<file path="src/rtl/fpq_pkg.sv">
package fpq_pkg;
  typedef enum logic [1:0] {
    LAT_SINGLE = 2'd0,
    LAT_MULTI  = 2'd1,
    LAT_LOAD   = 2'd2
  } lat_e;
endpackage

</file>
<file path="src/rtl/fpq_slot.sv">
// One scheduler entry: destination, two watched sources, readiness and
// the one-cycle pending flag used for delayed slow-region wakeups.
module fpq_slot
  import fpq_pkg::*;
#(
  parameter int TAG_W = 6
) (
  input  logic             clk,
  input  logic             rst,
  input  logic             alloc_we,
  input  logic [TAG_W-1:0] alloc_tag,
  input  logic [TAG_W-1:0] alloc_src0,
  input  logic [TAG_W-1:0] alloc_src1,
  input  lat_e             alloc_lat,
  input  logic             wk_valid,
  input  logic [TAG_W-1:0] wk_tag,
  input  lat_e             wk_lat,
  input  logic             q_full,
  input  logic             is_slow,
  input  logic             grant,
  output logic             busy,
  output logic             req,
  output logic [TAG_W-1:0] dst,
  output lat_e             lat
);
  logic [TAG_W-1:0] src     [2];
  logic [TAG_W-1:0] new_src [2];
  logic [1:0]       rdy;
  logic [1:0]       pend;
  logic [1:0]       hit;
  logic             hold;

  always_comb begin
    new_src[0] = alloc_src0;
    new_src[1] = alloc_src1;
    hold = q_full && is_slow && (wk_lat == LAT_SINGLE);
    for (int k = 0; k < 2; k++)
      hit[k] = wk_valid && (wk_tag == src[k]) && !rdy[k] && !pend[k];
  end

  assign req = busy && (&rdy);

  always_ff @(posedge clk) begin
    if (rst) begin
      busy <= 1'b0;
      rdy  <= 2'b00;
      pend <= 2'b00;
      dst  <= '0;
      lat  <= LAT_SINGLE;
      for (int k = 0; k < 2; k++) src[k] <= '0;
    end else if (alloc_we) begin
      busy <= 1'b1;
      dst  <= alloc_tag;
      lat  <= alloc_lat;
      for (int k = 0; k < 2; k++) begin
        src[k]  <= new_src[k];
        rdy[k]  <= (new_src[k] == '0) || (wk_valid && (wk_tag == new_src[k]));
        pend[k] <= 1'b0;
      end
    end else if (grant) begin
      busy <= 1'b0;
      rdy  <= 2'b00;
      pend <= 2'b00;
    end else begin
      for (int k = 0; k < 2; k++) begin
        if (pend[k]) begin
          rdy[k]  <= 1'b1;
          pend[k] <= 1'b0;
        end else if (busy && hit[k]) begin
          if (hold) pend[k] <= 1'b1;
          else      rdy[k]  <= 1'b1;
        end
      end
    end
  end

  AST_PEND0_RESOLVES: assert property (@(posedge clk) disable iff (rst)
    (busy && pend[0]) |=> rdy[0]);
  AST_PEND1_RESOLVES: assert property (@(posedge clk) disable iff (rst)
    (busy && pend[1]) |=> rdy[1]);
  AST_PEND_NEEDS_FULL: assert property (@(posedge clk) disable iff (rst)
    ($rose(pend[0]) || $rose(pend[1])) |-> $past(q_full && is_slow && (wk_lat == LAT_SINGLE)));
  AST_GRANT_READY: assert property (@(posedge clk) disable iff (rst)
    grant |-> (busy && (&rdy)));
endmodule

</file>
<file path="src/rtl/fpq_age.sv">
// Age relation matrix: row i holds a bit for every slot that is older than i.
// Produces the rank-based slow flags and the oldest-ready pick.
module fpq_age #(
  parameter int DEPTH = 16,
  parameter int SLOW  = 4,
  parameter int IDX_W = $clog2(DEPTH)
) (
  input  logic             clk,
  input  logic             rst,
  input  logic [DEPTH-1:0] busy,
  input  logic [DEPTH-1:0] req,
  input  logic             alloc_we,
  input  logic [IDX_W-1:0] alloc_slot,
  output logic [DEPTH-1:0] pick,
  output logic [DEPTH-1:0] slow
);
  logic [DEPTH-1:0] older [DEPTH];

  always_comb begin
    for (int i = 0; i < DEPTH; i++) begin
      slow[i] = busy[i] && ($countones(busy & older[i]) < SLOW);
      pick[i] = req[i] && ((req & older[i]) == '0);
    end
  end

  always_ff @(posedge clk) begin
    if (rst) begin
      for (int i = 0; i < DEPTH; i++) older[i] <= '0;
    end else if (alloc_we) begin
      for (int i = 0; i < DEPTH; i++) older[i][alloc_slot] <= 1'b0;
      older[alloc_slot] <= busy & ~pick;
    end
  end

  AST_ONE_ISSUE: assert property (@(posedge clk) disable iff (rst)
    $onehot0(pick));
  AST_SLOW_BOUND: assert property (@(posedge clk) disable iff (rst)
    $countones(slow) <= SLOW);
endmodule

</file>
<file path="src/rtl/fpq_sched.sv">
module fpq_sched
  import fpq_pkg::*;
#(
  parameter int DEPTH = 16,
  parameter int SLOW  = 4,
  parameter int TAG_W = 6
) (
  input  logic             clk,
  input  logic             rst,
  input  logic             alloc_valid,
  input  logic [TAG_W-1:0] alloc_tag,
  input  logic [TAG_W-1:0] alloc_src0,
  input  logic [TAG_W-1:0] alloc_src1,
  input  logic [1:0]       alloc_lat,
  output logic             alloc_ready,
  input  logic             wk_valid,
  input  logic [TAG_W-1:0] wk_tag,
  input  logic [1:0]       wk_lat,
  output logic             iss_valid,
  output logic [TAG_W-1:0] iss_tag,
  output logic [1:0]       iss_lat
);
  localparam int IDX_W = $clog2(DEPTH);

  logic [DEPTH-1:0] busy, req, pick, slow;
  logic [TAG_W-1:0] slot_dst [DEPTH];
  lat_e             slot_lat [DEPTH];
  logic             full, do_alloc;
  logic [IDX_W-1:0] free_idx;
  logic [TAG_W-1:0] sel_tag;
  logic [1:0]       sel_lat;

  assign full        = &busy;
  assign alloc_ready = !full;
  assign do_alloc    = alloc_valid && !full;

  always_comb begin
    free_idx = '0;
    for (int i = DEPTH - 1; i >= 0; i--)
      if (!busy[i]) free_idx = IDX_W'(i);
  end

  for (genvar g = 0; g < DEPTH; g++) begin : g_slot
    fpq_slot #(.TAG_W(TAG_W)) u_slot (
      .clk        (clk),
      .rst        (rst),
      .alloc_we   (do_alloc && (free_idx == IDX_W'(g))),
      .alloc_tag  (alloc_tag),
      .alloc_src0 (alloc_src0),
      .alloc_src1 (alloc_src1),
      .alloc_lat  (lat_e'(alloc_lat)),
      .wk_valid   (wk_valid),
      .wk_tag     (wk_tag),
      .wk_lat     (lat_e'(wk_lat)),
      .q_full     (full),
      .is_slow    (slow[g]),
      .grant      (pick[g]),
      .busy       (busy[g]),
      .req        (req[g]),
      .dst        (slot_dst[g]),
      .lat        (slot_lat[g])
    );
  end

  fpq_age #(.DEPTH(DEPTH), .SLOW(SLOW), .IDX_W(IDX_W)) u_age (
    .clk        (clk),
    .rst        (rst),
    .busy       (busy),
    .req        (req),
    .alloc_we   (do_alloc),
    .alloc_slot (free_idx),
    .pick       (pick),
    .slow       (slow)
  );

  always_comb begin
    sel_tag = '0;
    sel_lat = '0;
    for (int i = 0; i < DEPTH; i++) begin
      sel_tag = sel_tag | ({TAG_W{pick[i]}} & slot_dst[i]);
      sel_lat = sel_lat | ({2{pick[i]}} & slot_lat[i]);
    end
  end

  always_ff @(posedge clk) begin
    if (rst) begin
      iss_valid <= 1'b0;
      iss_tag   <= '0;
      iss_lat   <= '0;
    end else begin
      iss_valid <= |pick;
      iss_tag   <= sel_tag;
      iss_lat   <= sel_lat;
    end
  end

  AST_NO_ALLOC_WHEN_FULL: assert property (@(posedge clk) disable iff (rst)
    (full && (pick == '0)) |=> (full && $stable(busy)));
endmodule

</file>
<file path="config.mk">
export PLATFORM = sky130hd
export DESIGN_NAME = fpq_sched
export DESIGN_NICKNAME = d
export VERILOG_FILES = /design/src/rtl/fpq_pkg.sv /design/src/rtl/fpq_slot.sv /design/src/rtl/fpq_age.sv /design/src/rtl/fpq_sched.sv
export SDC_FILE = /design/constraint.sdc
export NUM_CORES = 2
export LEC_CHECK = 0
export BUFFER_PORTS_ARGS = -buffer_cell sky130_fd_sc_hd__buf_2
export CORE_ASPECT_RATIO = 0.5
export CORE_UTILIZATION = 60
export DETAILED_ROUTE_END_ITERATION = 6
export GPL_TIMING_DRIVEN = 1
export PLACE_DENSITY = 0.83
export REMOVE_ABC_BUFFERS = 1
export SETUP_SLACK_MARGIN = 0.2
export SKIP_LAST_GASP = 1
export SYNTH_ARGS = -nofsm -noshare
export SYNTH_HDL_FRONTEND = slang
export SYNTH_SLANG_ARGS = --single-unit
</file>
<file path="constraint.sdc">
create_clock -name clk -period 10 [get_ports clk]
set_input_delay 0.5 -clock clk [delete_from_list [all_inputs] [get_ports clk]]
set_output_delay 0.5 -clock clk [all_outputs]
set_load 0.01 [all_outputs]
</file>
==> metrics.txt <==
# TYPE chip_impl_metric gauge
chip_impl_metric{name="grt_remaining_overflow",unit=""} 0
chip_impl_metric{name="clock_latency",unit="ns"} 0.67
chip_impl_info{name="cts_root_buf",value="sky130_fd_sc_hd__clkbuf_16"} 1
chip_impl_metric{name="ys_seq_area_share",unit="%"} 45.9
chip_impl_metric{name="worst_hold_slack",unit="ns"} 0.260
chip_impl_metric{name="synth-edff-count",unit=""} 448
chip_impl_metric{name="die_w",unit="um"} 361
chip_impl_metric{name="largest_net_degree_at_the_start_of_global_routing",unit=""} 58
chip_impl_metric{name="die_height",unit="um"} 182
chip_impl_info{name="worst_r2r_endpoint",value="g_slot[15].u_slot.rdy[1]"} 1
chip_impl_metric{name="worst_endpoint_required_time",unit="ns"} 10.54
chip_impl_metric{name="arrival_time_at_the_worst_endpoint",unit="ns"} 6.41
chip_impl_metric{name="remaining_drc_errors",unit=""} 46
chip_impl_metric{name="peakVddDrop",unit="V"} 0.000155
chip_impl_metric{name="syn_to_final_growth",unit="%"} 7.89
chip_impl_metric{name="netlist_area",unit="um2"} 38700
chip_impl_metric{name="postLayoutCoreUtil",unit="%"} 65.9
chip_impl_info{name="critical_path_class",value="reg -> reg"} 1
chip_impl_metric{name="grt_usage",unit="%"} 40.7
chip_impl_metric{name="place_congestion",unit=""} 1.02
chip_impl_metric{name="worst_pin_slew",unit="ns"} 1.42
chip_impl_metric{name="grt_first_pass_wirelength",unit="mm"} 196
chip_impl_metric{name="final_period_minus_worst_setup_slack",unit="ns"} 5.87
chip_impl_metric{name="crit_fanout",unit=""} 17
chip_impl_info{name="hp-start",value="alloc_tag[5]"} 1
chip_impl_metric{name="fin_crit_sh",unit="%"} 58.7
chip_impl_metric{name="share_clk_of_total_power",unit="%"} 42.0
chip_impl_metric{name="r2r_cells",unit=""} 15
chip_impl_info{name="timing.critical_path.to_type",value="flop"} 1
chip_impl_metric{name="flop_and_latch_count_out_of_synthesis",unit=""} 665
chip_impl_metric{name="path_clk_slew",unit="ns"} 0.07
chip_impl_metric{name="power_frac_seq",unit="%"} 51.9
chip_impl_metric{name="place.port_buffers",unit=""} 41
chip_impl_metric{name="numCtsBuffers",unit=""} 58
chip_impl_metric{name="slew_violations",unit=""} 0
chip_impl_info{name="worstSetupStartpointType",value="flop"} 1
chip_impl_metric{name="setup_viol_count_final",unit=""} 0
chip_impl_metric{name="fp.dieArea",unit="um2"} 65600
chip_impl_metric{name="antenna_found_initial",unit=""} 5
chip_impl_metric{name="fmax",unit="MHz"} 170
chip_impl_metric{name="std_cell_rows",unit=""} 65
chip_impl_metric{name="power_report.internal_total",unit="mW"} 4.50
chip_impl_metric{name="post_drt_wl_per_cell",unit="um"} 29.2
chip_impl_metric{name="antenna_left",unit=""} 0
chip_impl_metric{name="drive_above_1_share",unit="%"} 7.52
chip_impl_metric{name="grt_util_met2",unit="%"} 57.4
chip_impl_info{name="crit-reg2reg-launch",value="g_slot[0].u_slot.busy"} 1
chip_impl_metric{name="cts-htree-levels",unit=""} 2
chip_impl_info{name="post-synth-top-count-cell",value="sky130_fd_sc_hd__edfxtp_1"} 1
chip_impl_metric{name="combPwrFrac",unit="%"} 6.2
chip_impl_metric{name="numPlacedInstances",unit=""} 4476
chip_impl_metric{name="clock_sink_count",unit=""} 665
chip_impl_metric{name="wirelength",unit="mm"} 134
chip_impl_info{name="top_cells_by_area_in_the_synthesized_netlist",value="sky130_fd_sc_hd__edfxtp_1, sky130_fd_sc_hd__dfxtp_1, sky130_fd_sc_hd__fa_1"} 1
chip_impl_info{name="status",value="finished with violations"} 1
chip_impl_metric{name="powerDensity",unit="nW/um2"} 142
chip_impl_metric{name="starting_utilization_of_the_core_area",unit="%"} 61.1
chip_impl_info{name="violations",value="design-rule violations"} 1
chip_impl_info{name="worst_hold_path_endpoint",value="g_slot[13].u_slot.dst[5]"} 1
chip_impl_metric{name="cts-resized-gates",unit=""} 0
chip_impl_metric{name="first_pass_iters",unit=""} 7
chip_impl_metric{name="synth_cell_type_count",unit=""} 72
chip_impl_metric{name="hold_viol_final",unit=""} 0
chip_impl_metric{name="dr_total_vias",unit=""} 31600
chip_impl_info{name="synth.cells.most_frequent",value="sky130_fd_sc_hd__edfxtp_1, sky130_fd_sc_hd__and2_1, sky130_fd_sc_hd__nand2_1"} 1
chip_impl_metric{name="cts_hold_repair.buffers",unit=""} 0
chip_impl_metric{name="gr-usage-met3",unit="%"} 18.8
chip_impl_info{name="setup_repair_after_global_routing_missed_its_margin",value="no"} 1
chip_impl_metric{name="min_delay_path_depth",unit=""} 3
chip_impl_metric{name="largest_clock_skew_in_the_final_design",unit="ns"} 0.0486
chip_impl_metric{name="reg2reg_slack",unit="ns"} 4.13
chip_impl_info{name="synthDominantAreaCellType",value="sky130_fd_sc_hd__edfxtp_1"} 1
chip_impl_metric{name="syn_avg_cell_area",unit="um2"} 10.2
chip_impl_info{name="synth_flop_cell",value="sky130_fd_sc_hd__edfxtp_1"} 1
chip_impl_metric{name="power.switching_fraction",unit="%"} 24.4
chip_impl_metric{name="cts_setup_buffers",unit=""} 0
chip_impl_metric{name="synth_async_sr_flop_share",unit="%"} 0
chip_impl_metric{name="routed_via_density",unit=""} 6.88
chip_impl_metric{name="yosysTopAreaCellShare",unit="%"} 34.7
chip_impl_info{name="tritoncts",value="yes"} 1
chip_impl_metric{name="fp.coreArea",unit="um2"} 63400
chip_impl_info{name="busiest_layer",value="met2"} 1
chip_impl_metric{name="setup_total_negative_slack",unit="ns"} 0
chip_impl_metric{name="layout.cells.non_filler",unit=""} 4591
chip_impl_metric{name="switchingPower",unit="mW"} 1.45
chip_impl_metric{name="drt_iter0_markers",unit=""} 5864
chip_impl_metric{name="filler_cell_count",unit=""} 4641
chip_impl_metric{name="yosys_warnings",unit=""} 0
chip_impl_metric{name="p_leak",unit="nW"} 17.6
chip_impl_metric{name="io-pin-count",unit=""} 42
chip_impl_metric{name="cap_viol_max_count",unit=""} 0
chip_impl_metric{name="via_count_of_the_first_global_routing_pass",unit=""} 30900
chip_impl_metric{name="global_route_met1_usage",unit="%"} 52.4
chip_impl_metric{name="post_synth_inst_count",unit=""} 3787
chip_impl_metric{name="cts.path.max_buffers",unit=""} 3
chip_impl_metric{name="dp_hpwl",unit="mm"} 85.3
chip_impl_metric{name="final_stage_net_count",unit=""} 4083
chip_impl_info{name="hp_class",value="in -> reg"} 1
chip_impl_metric{name="slew_headroom",unit="%"} 4.92
-- metal layers --
metal	wire, um	share of wire (%)
met1	44900	33
met4	9120	6.8
met5	182	0.14
met3	26500	20
met2	53500	40
-- area by class of cell --
cell class | count | area, um2 | area share (%)
flip-flops and latches | 665 | 17800 | 42.6
repair buffers | 135 | 913 | 2.19
clock inverters | 35 | 423 | 1.01
multi-input cells | 2532 | 18800 | 44.9
well taps | 837 | 1050 | 2.51
inverters | 307 | 1150 | 2.76
diodes | 5 | 12.5 | 0.0299
clock buffers | 75 | 1670 | 4.00
-- worst max-delay path by stage --
stage	startpoint	endpoint	slack, ns	cells past startpoint
2_1_floorplan	g_slot[0].u_slot.busy	g_slot[15].u_slot.rdy[1]	5.41	14
6_report	g_slot[0].u_slot.busy	g_slot[15].u_slot.rdy[1]	4.13	15
3_5_place_dp	g_slot[0].u_slot.busy	g_slot[15].u_slot.rdy[1]	4.39	15
5_1_grt	g_slot[0].u_slot.busy	g_slot[5].u_slot.rdy[1]	3.95	18
4_1_cts	g_slot[0].u_slot.busy	g_slot[15].u_slot.rdy[1]	4.39	15
3_3_place_gp	g_slot[0].u_slot.busy	g_slot[15].u_slot.rdy[1]	4.58	15
-- per-stage QoR --
step           instance area [um2]  setup WS [ns]  total power [mW]
2_1_floorplan                37600           5.41              3.30
3_3_place_gp                 39700           4.58              3.48
3_5_place_dp                 39700           4.39              3.49
4_1_cts                      41800           4.39              5.89
5_1_grt                      41800           3.95              6.05
6_report                     41800           4.13              5.95
-- critical path, stage by stage, from the launching register on --
cell	delay, ns
sky130_fd_sc_hd__dfxtp_1	0.68
sky130_fd_sc_hd__buf_4	0.41
sky130_fd_sc_hd__and2_1	0.20
sky130_fd_sc_hd__ha_1	0.15
sky130_fd_sc_hd__inv_1	0.05
sky130_fd_sc_hd__fa_1	0.53
sky130_fd_sc_hd__inv_1	0.05
sky130_fd_sc_hd__fa_1	0.51
sky130_fd_sc_hd__fa_1	0.53
sky130_fd_sc_hd__fa_1	0.54
sky130_fd_sc_hd__and3b_1	0.19
sky130_fd_sc_hd__fa_1	0.42
sky130_fd_sc_hd__nor2_1	0.12
sky130_fd_sc_hd__nand4_1	0.56
sky130_fd_sc_hd__a311o_1	0.56
sky130_fd_sc_hd__a31o_1	0.22
-- cells in the final DEF, fill, tap and decap left out, drive strengths merged, types with 77 or more instances in the layout --
cell type    n
nor3        77
xor2       126
inv        314
a22oi      102
a22o        99
nand3       82
ha         176
dfxtp      217
nand2      366
and2       406
buf        135
xnor2       80
edfxtp     448
nor2       341
fa         176
-- sequential cells by signal, summed over array words and instances, names as in the netlist --
register            cells
iss_lat                 2
iss_valid               1
iss_tag                 6
g_slot.u_slot.pend     32
u_age.older           256
g_slot.u_slot.src     192
g_slot.u_slot.lat      32
g_slot.u_slot.rdy      32
g_slot.u_slot.dst      96
g_slot.u_slot.busy     16
-- power groups by stage --
stage	Clock (mW)	Combinational [mW]	Sequential [mW]
2_1_floorplan	0	0.182	3.12
3_3_place_gp	0	0.336	3.14
3_5_place_dp	0	0.346	3.14
4_1_cts	2.46	0.349	3.09
5_1_grt	2.57	0.383	3.09
6_report	2.50	0.367	3.09
-- logic make-up after synthesis --
group                    after synthesis  synth area share, %
AND/OR/NAND/NOR                     1536                 20.2
flip-flops                           665                 45.9
buffers and inverters                605                 6.10
AO/OA/AOI/OAI                        406                 7.85
adder cells (fa/ha/maj)              352                 14.8
XOR/XNOR                             206                 4.66
multiplexers                          16                0.413
other                                  1              0.00968
No activity file was read; power rests on OpenSTA's default activity.
